<file path="src/rtl/excp_pkg.sv">
// Shared constants for the exception pending-state register.
// Assumes a 32-bit register word and 9-bit exception numbers.
package excp_pkg;
    localparam int VEC_W = 9;

    // Fixed exception numbers
    localparam logic [VEC_W-1:0] NUM_NMI   = 9'd2;
    localparam logic [VEC_W-1:0] NUM_DEFER = 9'd14;
    localparam logic [VEC_W-1:0] NUM_TICK  = 9'd15;
    localparam int               IRQ_BASE  = 16;

    // Bit positions within the register word
    localparam int B_ACT_LO  = 0;
    localparam int B_PEND_LO = 12;
    localparam int B_EXTP    = 22;
    localparam int B_PREEMPT = 23;
    localparam int B_TCLR    = 25;
    localparam int B_TSET    = 26;
    localparam int B_DCLR    = 27;
    localparam int B_DSET    = 28;
    localparam int B_NSET    = 31;
endpackage

</file>
<file path="src/rtl/excp_pend_bits.sv">
// Pending-state flops for NMI, deferred-service and timer exceptions.
// Assumes write strobes already decoded to single bits; the clear of a
// maskable exception beats its set; an NMI request beats the NMI acknowledge.
module excp_pend_bits
    import excp_pkg::*;
(
    input  logic             clk,
    input  logic             rst_n,
    input  logic             w_nset,
    input  logic             w_dset,
    input  logic             w_dclr,
    input  logic             w_tset,
    input  logic             w_tclr,
    input  logic             nmi_req,
    input  logic             tick_pulse,
    input  logic             ack_valid,
    input  logic [VEC_W-1:0] ack_num,
    output logic             nmi_pend,
    output logic             defer_pend,
    output logic             tick_pend
);
    logic ack_nmi, ack_defer, ack_tick;

    // Decode which exception an entry acknowledge refers to
    always_comb begin
        ack_nmi   = ack_valid && (ack_num == NUM_NMI);
        ack_defer = ack_valid && (ack_num == NUM_DEFER);
        ack_tick  = ack_valid && (ack_num == NUM_TICK);
    end

    // Update the three pending bits from writes, hardware pulses and entries
    always_ff @(posedge clk) begin
        if (!rst_n) begin
            nmi_pend   <= 1'b0;
            defer_pend <= 1'b0;
            tick_pend  <= 1'b0;
        end else begin
            nmi_pend   <= w_nset || nmi_req || (nmi_pend && !ack_nmi);
            defer_pend <= (defer_pend || w_dset) && !(w_dclr || ack_defer);
            tick_pend  <= (tick_pend || w_tset || tick_pulse) && !(w_tclr || ack_tick);
        end
    end
endmodule

</file>
<file path="src/rtl/excp_prio_pick.sv">
// Combinational selection of the highest-priority pending exception.
// Assumes a lower priority value is more urgent; candidates are scanned in
// ascending exception number with a strict compare, so ties go to the lower
// number. The NMI overrides every other candidate.
module excp_prio_pick
    import excp_pkg::*;
#(
    parameter int NUM_IRQ = 8,
    parameter int PRIO_W  = 3
) (
    input  logic                      nmi_pend,
    input  logic                      defer_pend,
    input  logic                      tick_pend,
    input  logic [PRIO_W-1:0]         defer_prio,
    input  logic [PRIO_W-1:0]         tick_prio,
    input  logic [NUM_IRQ-1:0]        irq_pend,
    input  logic [NUM_IRQ-1:0]        irq_en,
    input  logic [NUM_IRQ-1:0]        irq_mask,
    input  logic [NUM_IRQ*PRIO_W-1:0] irq_prio,
    output logic [VEC_W-1:0]          pend_vec
);
    localparam int NCAND = NUM_IRQ + 2;

    logic [NCAND-1:0] cand_ok;
    logic [PRIO_W-1:0] cand_pri [NCAND];
    logic [VEC_W-1:0]  cand_num [NCAND];

    // Slots 0 and 1 hold the two system exceptions
    always_comb begin
        cand_ok[0]  = defer_pend;
        cand_pri[0] = defer_prio;
        cand_num[0] = NUM_DEFER;
        cand_ok[1]  = tick_pend;
        cand_pri[1] = tick_prio;
        cand_num[1] = NUM_TICK;
    end

    // One slot per external line, gated by its enable and mask
    for (genvar gi = 0; gi < NUM_IRQ; gi++) begin : g_irq
        always_comb begin
            cand_ok[gi+2]  = irq_pend[gi] && irq_en[gi] && !irq_mask[gi];
            cand_pri[gi+2] = irq_prio[gi*PRIO_W +: PRIO_W];
            cand_num[gi+2] = VEC_W'(IRQ_BASE + gi);
        end
    end

    logic              best_ok;
    logic [PRIO_W-1:0] best_pri;
    logic [VEC_W-1:0]  best_num;

    // Scan the candidates and keep the most urgent one
    always_comb begin
        best_ok  = 1'b0;
        best_pri = '0;
        best_num = '0;
        for (int k = 0; k < NCAND; k++) begin
            if (cand_ok[k] && (!best_ok || (cand_pri[k] < best_pri))) begin
                best_ok  = 1'b1;
                best_pri = cand_pri[k];
                best_num = cand_num[k];
            end
        end
        if (nmi_pend)
            pend_vec = NUM_NMI;
        else if (best_ok)
            pend_vec = best_num;
        else
            pend_vec = '0;
    end
endmodule

</file>
<file path="src/rtl/excp_active_reg.sv">
// Holds the number of the most recently entered exception.
// Assumes the core presents one acknowledge per entry; reset gives 0.
module excp_active_reg
    import excp_pkg::*;
(
    input  logic             clk,
    input  logic             rst_n,
    input  logic             ack_valid,
    input  logic [VEC_W-1:0] ack_num,
    output logic [VEC_W-1:0] active_num
);
    // Capture the acknowledged number on each entry
    always_ff @(posedge clk) begin
        if (!rst_n)
            active_num <= '0;
        else if (ack_valid)
            active_num <= ack_num;
    end
endmodule

</file>
<file path="src/rtl/excp_ctrl_reg.sv">
// Top of the exception pending-state register: decodes writes, holds the
// pending bits and the active number, and assembles the read word.
// Assumes single-cycle write strobes and a combinational read path.
module excp_ctrl_reg
    import excp_pkg::*;
#(
    parameter int NUM_IRQ = 8,
    parameter int PRIO_W  = 3
) (
    input  logic                      clk,
    input  logic                      rst_n,
    input  logic                      wr_en,
    input  logic [31:0]               wr_data,
    output logic [31:0]               rd_data,
    input  logic                      nmi_req,
    input  logic                      tick_pulse,
    input  logic [NUM_IRQ-1:0]        irq_pend,
    input  logic [NUM_IRQ-1:0]        irq_en,
    input  logic [NUM_IRQ-1:0]        irq_mask,
    input  logic [PRIO_W-1:0]         defer_prio,
    input  logic [PRIO_W-1:0]         tick_prio,
    input  logic [NUM_IRQ*PRIO_W-1:0] irq_prio,
    input  logic                      ack_valid,
    input  logic [VEC_W-1:0]          ack_num,
    input  logic                      halt_preempt
);
    logic w_nset, w_dset, w_dclr, w_tset, w_tclr;
    logic nmi_pend, defer_pend, tick_pend;
    logic [VEC_W-1:0] pend_vec, active_num;

    // Decode the write-one strobes; zeros produce no strobe
    always_comb begin
        w_nset = wr_en && wr_data[B_NSET];
        w_dset = wr_en && wr_data[B_DSET];
        w_dclr = wr_en && wr_data[B_DCLR];
        w_tset = wr_en && wr_data[B_TSET];
        w_tclr = wr_en && wr_data[B_TCLR];
    end

    excp_pend_bits u_pend (
        .clk        (clk),
        .rst_n      (rst_n),
        .w_nset     (w_nset),
        .w_dset     (w_dset),
        .w_dclr     (w_dclr),
        .w_tset     (w_tset),
        .w_tclr     (w_tclr),
        .nmi_req    (nmi_req),
        .tick_pulse (tick_pulse),
        .ack_valid  (ack_valid),
        .ack_num    (ack_num),
        .nmi_pend   (nmi_pend),
        .defer_pend (defer_pend),
        .tick_pend  (tick_pend)
    );

    excp_prio_pick #(.NUM_IRQ(NUM_IRQ), .PRIO_W(PRIO_W)) u_pick (
        .nmi_pend   (nmi_pend),
        .defer_pend (defer_pend),
        .tick_pend  (tick_pend),
        .defer_prio (defer_prio),
        .tick_prio  (tick_prio),
        .irq_pend   (irq_pend),
        .irq_en     (irq_en),
        .irq_mask   (irq_mask),
        .irq_prio   (irq_prio),
        .pend_vec   (pend_vec)
    );

    excp_active_reg u_act (
        .clk        (clk),
        .rst_n      (rst_n),
        .ack_valid  (ack_valid),
        .ack_num    (ack_num),
        .active_num (active_num)
    );

    // Assemble the read word; write-only and reserved bits read 0
    always_comb begin
        rd_data                               = '0;
        rd_data[B_ACT_LO  +: VEC_W]           = active_num;
        rd_data[B_PEND_LO +: VEC_W]           = pend_vec;
        rd_data[B_EXTP]                       = |irq_pend;
        rd_data[B_PREEMPT]                    = halt_preempt;
        rd_data[B_TSET]                       = tick_pend;
        rd_data[B_DSET]                       = defer_pend;
        rd_data[B_NSET]                       = nmi_pend;
    end
endmodule

</file>
<file path="config.mk">
export PLATFORM = sky130hd
export DESIGN_NAME = excp_ctrl_reg
export DESIGN_NICKNAME = d
export VERILOG_FILES = /design/src/rtl/excp_pkg.sv /design/src/rtl/excp_pend_bits.sv /design/src/rtl/excp_prio_pick.sv /design/src/rtl/excp_active_reg.sv /design/src/rtl/excp_ctrl_reg.sv
export SDC_FILE = /design/constraint.sdc
export NUM_CORES = 1
export LEC_CHECK = 0
export CAP_MARGIN = 0
export CORE_ASPECT_RATIO = 0.7
export CORE_MARGIN = 4
export CORE_UTILIZATION = 34
export DETAILED_ROUTE_END_ITERATION = 8
export GPL_ROUTABILITY_DRIVEN = 0
export MAX_ROUTING_LAYER = met4
export PLACE_DENSITY = 0.87
export SETUP_SLACK_MARGIN = 0.02
export SLEW_MARGIN = 20
export SYNTH_ARGS = -nofsm -noshare
export SYNTH_HDL_FRONTEND = slang
export SYNTH_SLANG_ARGS = --single-unit
export TNS_END_PERCENT = 100
</file>
<file path="constraint.sdc">
create_clock -name clk -period 17.48 [get_ports clk]
set_input_delay 3.496 -clock clk [delete_from_list [all_inputs] [get_ports clk]]
set_output_delay 3.496 -clock clk [all_outputs]
set_load 0.02 [all_outputs]
</file>
==> results.toml <==
[finish]
drive_gt1_frac = 0.418
num_antenna_cells = 0
layout.nets = 572
area_growth_pct = 93.3
fin_util = 0.702
instances_no_fill = 527
final_area_um2 = 4160

[logic_synthesis]
synth_area_leaders = "dfxtp_1, ha_1, buf_4"
yosys-top-cells-count = "inv_1, nand2_1, a21oi_1"
synth_top_area_share = 0.111
ys_ff_latch = 12
synth_most_common_cell = "inv_1"
synth_cell_types = 73
syn_area_um2 = 2150
postSynthCellCount = 281
syn_avg_cell_area_um2 = 7.67
async_flop_share = 0
synth-main-ff-cell = "dfxtp_1"
yosysWarnings = 0
netlist.top_cell.by_area = "dfxtp_1"
yosysSeqAreaShare = 0.111
synth_edf_count = 0

[critical_path]
timing.rr.start = "u_pend.defer_pend"
endpoint_kind = "primary output"
arrival_ns = 14.72
crit_path_start_kind = "input port"
worstPathRequired_ns = 13.98
r2r_end = "u_pend.defer_pend"
slowest_stage = "a2111o_1"
crit_fanout = 4
crit_type = "in2out"
reg2reg_slack_ns = 16.35
critPathMaxStageDelay_ns = 0.45
r2r_cells = 2
cpMostUsedCell = "ha_4"

[die]
row_count = 23
fp.dieW_um = 103
initial_utilization = 0.363
core-area_um2 = 5930
die_h_um = 74.6
die_area_um2 = 7690
io_pins = 134

[grt]
grt_pass1_wl_um = 12600
grt_pass1_vias = 2730
track_usage = 0.213
grt_start_max_net_pins = 13
antenna_found_initial = 0
gr-total-overflow = 0

[sta]
hold_ws_ns = 0.514
clock.fmax_mhz = 54.9
finalCritPeriodShare = 1.04
final.min_clock_period_ns = 18.22
final-hold-violation-count = 0
max-slew-margin-rel = 0.588
skew_ns = 0
setup_viol = 5
finalSetupTns_ns = -3.31
slew_viol_final = 0
worstMarginPinSlew_ns = 0.616
rsz0062_at_grt = "true"
worst_slack_ns = -0.740

[route]
drc = 0
viasPerCell = 5.44
drt_iter0_markers = 172
post_drt_wl_per_cell_um = 17.3
routed_wl_um = 9140
dr.pass1.iters = 6
ant_nets = 0
via_count = 2868

[pwr]
p_per_area_nw_per_um2 = 50.4
vdd_drop_max_mv = 0.0265
total_power_mw = 0.210
leakagePower_nw = 1.76

[placed_design]
hpwl_um = 6420
dp_slack_ns = -1.87
io_buffers = 91
dp.cells = 488
placed_cell_area_um2 = 3620

[clock_network]
clock_latency_ns = 0.24
cts_root_buf = "clkbuf_8"
cts_max_level = 1
cts_buffer_depth = 2
tritoncts = "done"
numClockSinks = 12
numCtsBuffers = 3
clk_pin_slew_ns = 0.05

[worst_hold_path]
hp-class = "reg2reg"
worstHoldPathCells = 2
min_to = "u_act.active_num[3]"
hp-start = "u_act.active_num[3]"

[outcome]
violations = "negative setup slack"
status = "finished, violations left"

[flow_run]
max_cap_violations = 0
## cell families after synthesis
family / after synthesis / share of synthesized area
DFF: 12 / 0.111
buffers and inverters: 46 / 0.112
adders and majority gates: 16 / 0.0929
muxes: 18 / 0.0877
and+or+nand+nor: 99 / 0.256
AOI/OAI and AO/OA: 89 / 0.338
other: 1 / 0.00174
## layout make-up
class,instances,area (um^2)
clock buffers,3,41.3
fillers,404,1760
inverters,25,96.3
multi-input cells,235,2120
flip-flops and latches,12,240
well taps,75,93.8
repair buffers,177,1570
## flip-flops by register name (all words and copies together) (netlist names)
signal	flops
u_pend.tick_pend	1
u_pend.nmi_pend	1
u_pend.defer_pend	1
u_act.active_num	9
## where the power goes
group | internal (mW) | switching, mW | total [mW]
Combinational | 0.0828 | 0.0710 | 0.154
Sequential | 0.0291 | 0.00207 | 0.0312
Clock | 0.0152 | 0.00976 | 0.0249
Total | 0.127 | 0.0828 | 0.210
## critical path: cells and delay by family
kind            cells  cell delay (ns)
mux                 6             1.83
buf+inv             8             0.73
fa+ha+maj           9             2.26
simple gates       16             2.52
compound gates     23             3.87
## placed cells by master, fill, tap and decap left out, types with 4 or more instances in the layout
| master | instances |
|---|---|
| a21o_1 | 6 |
| a21oi_1 | 14 |
| a21oi_2 | 5 |
| a31o_2 | 4 |
| buf_4 | 84 |
| buf_6 | 8 |
| clkdlybuf4s50_1 | 80 |
| conb_1 | 13 |
| dfxtp_1 | 12 |
| ha_1 | 4 |
| ha_4 | 10 |
| inv_1 | 20 |
| inv_2 | 4 |
| mux2i_1 | 9 |
| mux2i_2 | 5 |
| nand2_1 | 17 |
| nand2_4 | 4 |
| nand3_1 | 4 |
| nand3b_1 | 8 |
| nor2_1 | 13 |
| nor2b_1 | 11 |
| nor3_1 | 5 |
| o21ai_0 | 7 |
## per-layer routing
| layer | routed length (um) | global-route usage |
|---|---|---|
| met1 | 3630 | 0.259 |
| met2 | 4740 | 0.377 |
| met4 | 230 | 0.0460 |
| met3 | 536 | 0.0281 |
| met5 | 0 | - |
## how the worst max path moves through the flow
stage,startpoint,endpoint,slack [ns],depth (start not counted)
2_1_floorplan,defer_prio[2],rd_data[14],-0.24,58
3_3_place_gp,defer_prio[2],rd_data[13],-1.67,61
3_5_place_dp,defer_prio[2],rd_data[14],-1.87,62
4_1_cts,defer_prio[2],rd_data[13],-0.86,60
5_1_grt,defer_prio[1],rd_data[13],-1.14,62
6_report,defer_prio[2],rd_data[13],-0.74,62
## repair_timing
item | 4_1_cts | 5_1_grt
resized for setup | 71 | 27
gates cloned | 0 | 0
setup buffers | 21 | 15
pin swaps | 43 | 36
endpoints found under the setup margin | 5 | 5
hold buffers | 0 | 0
No activity file was read; power rests on OpenSTA's default activity.
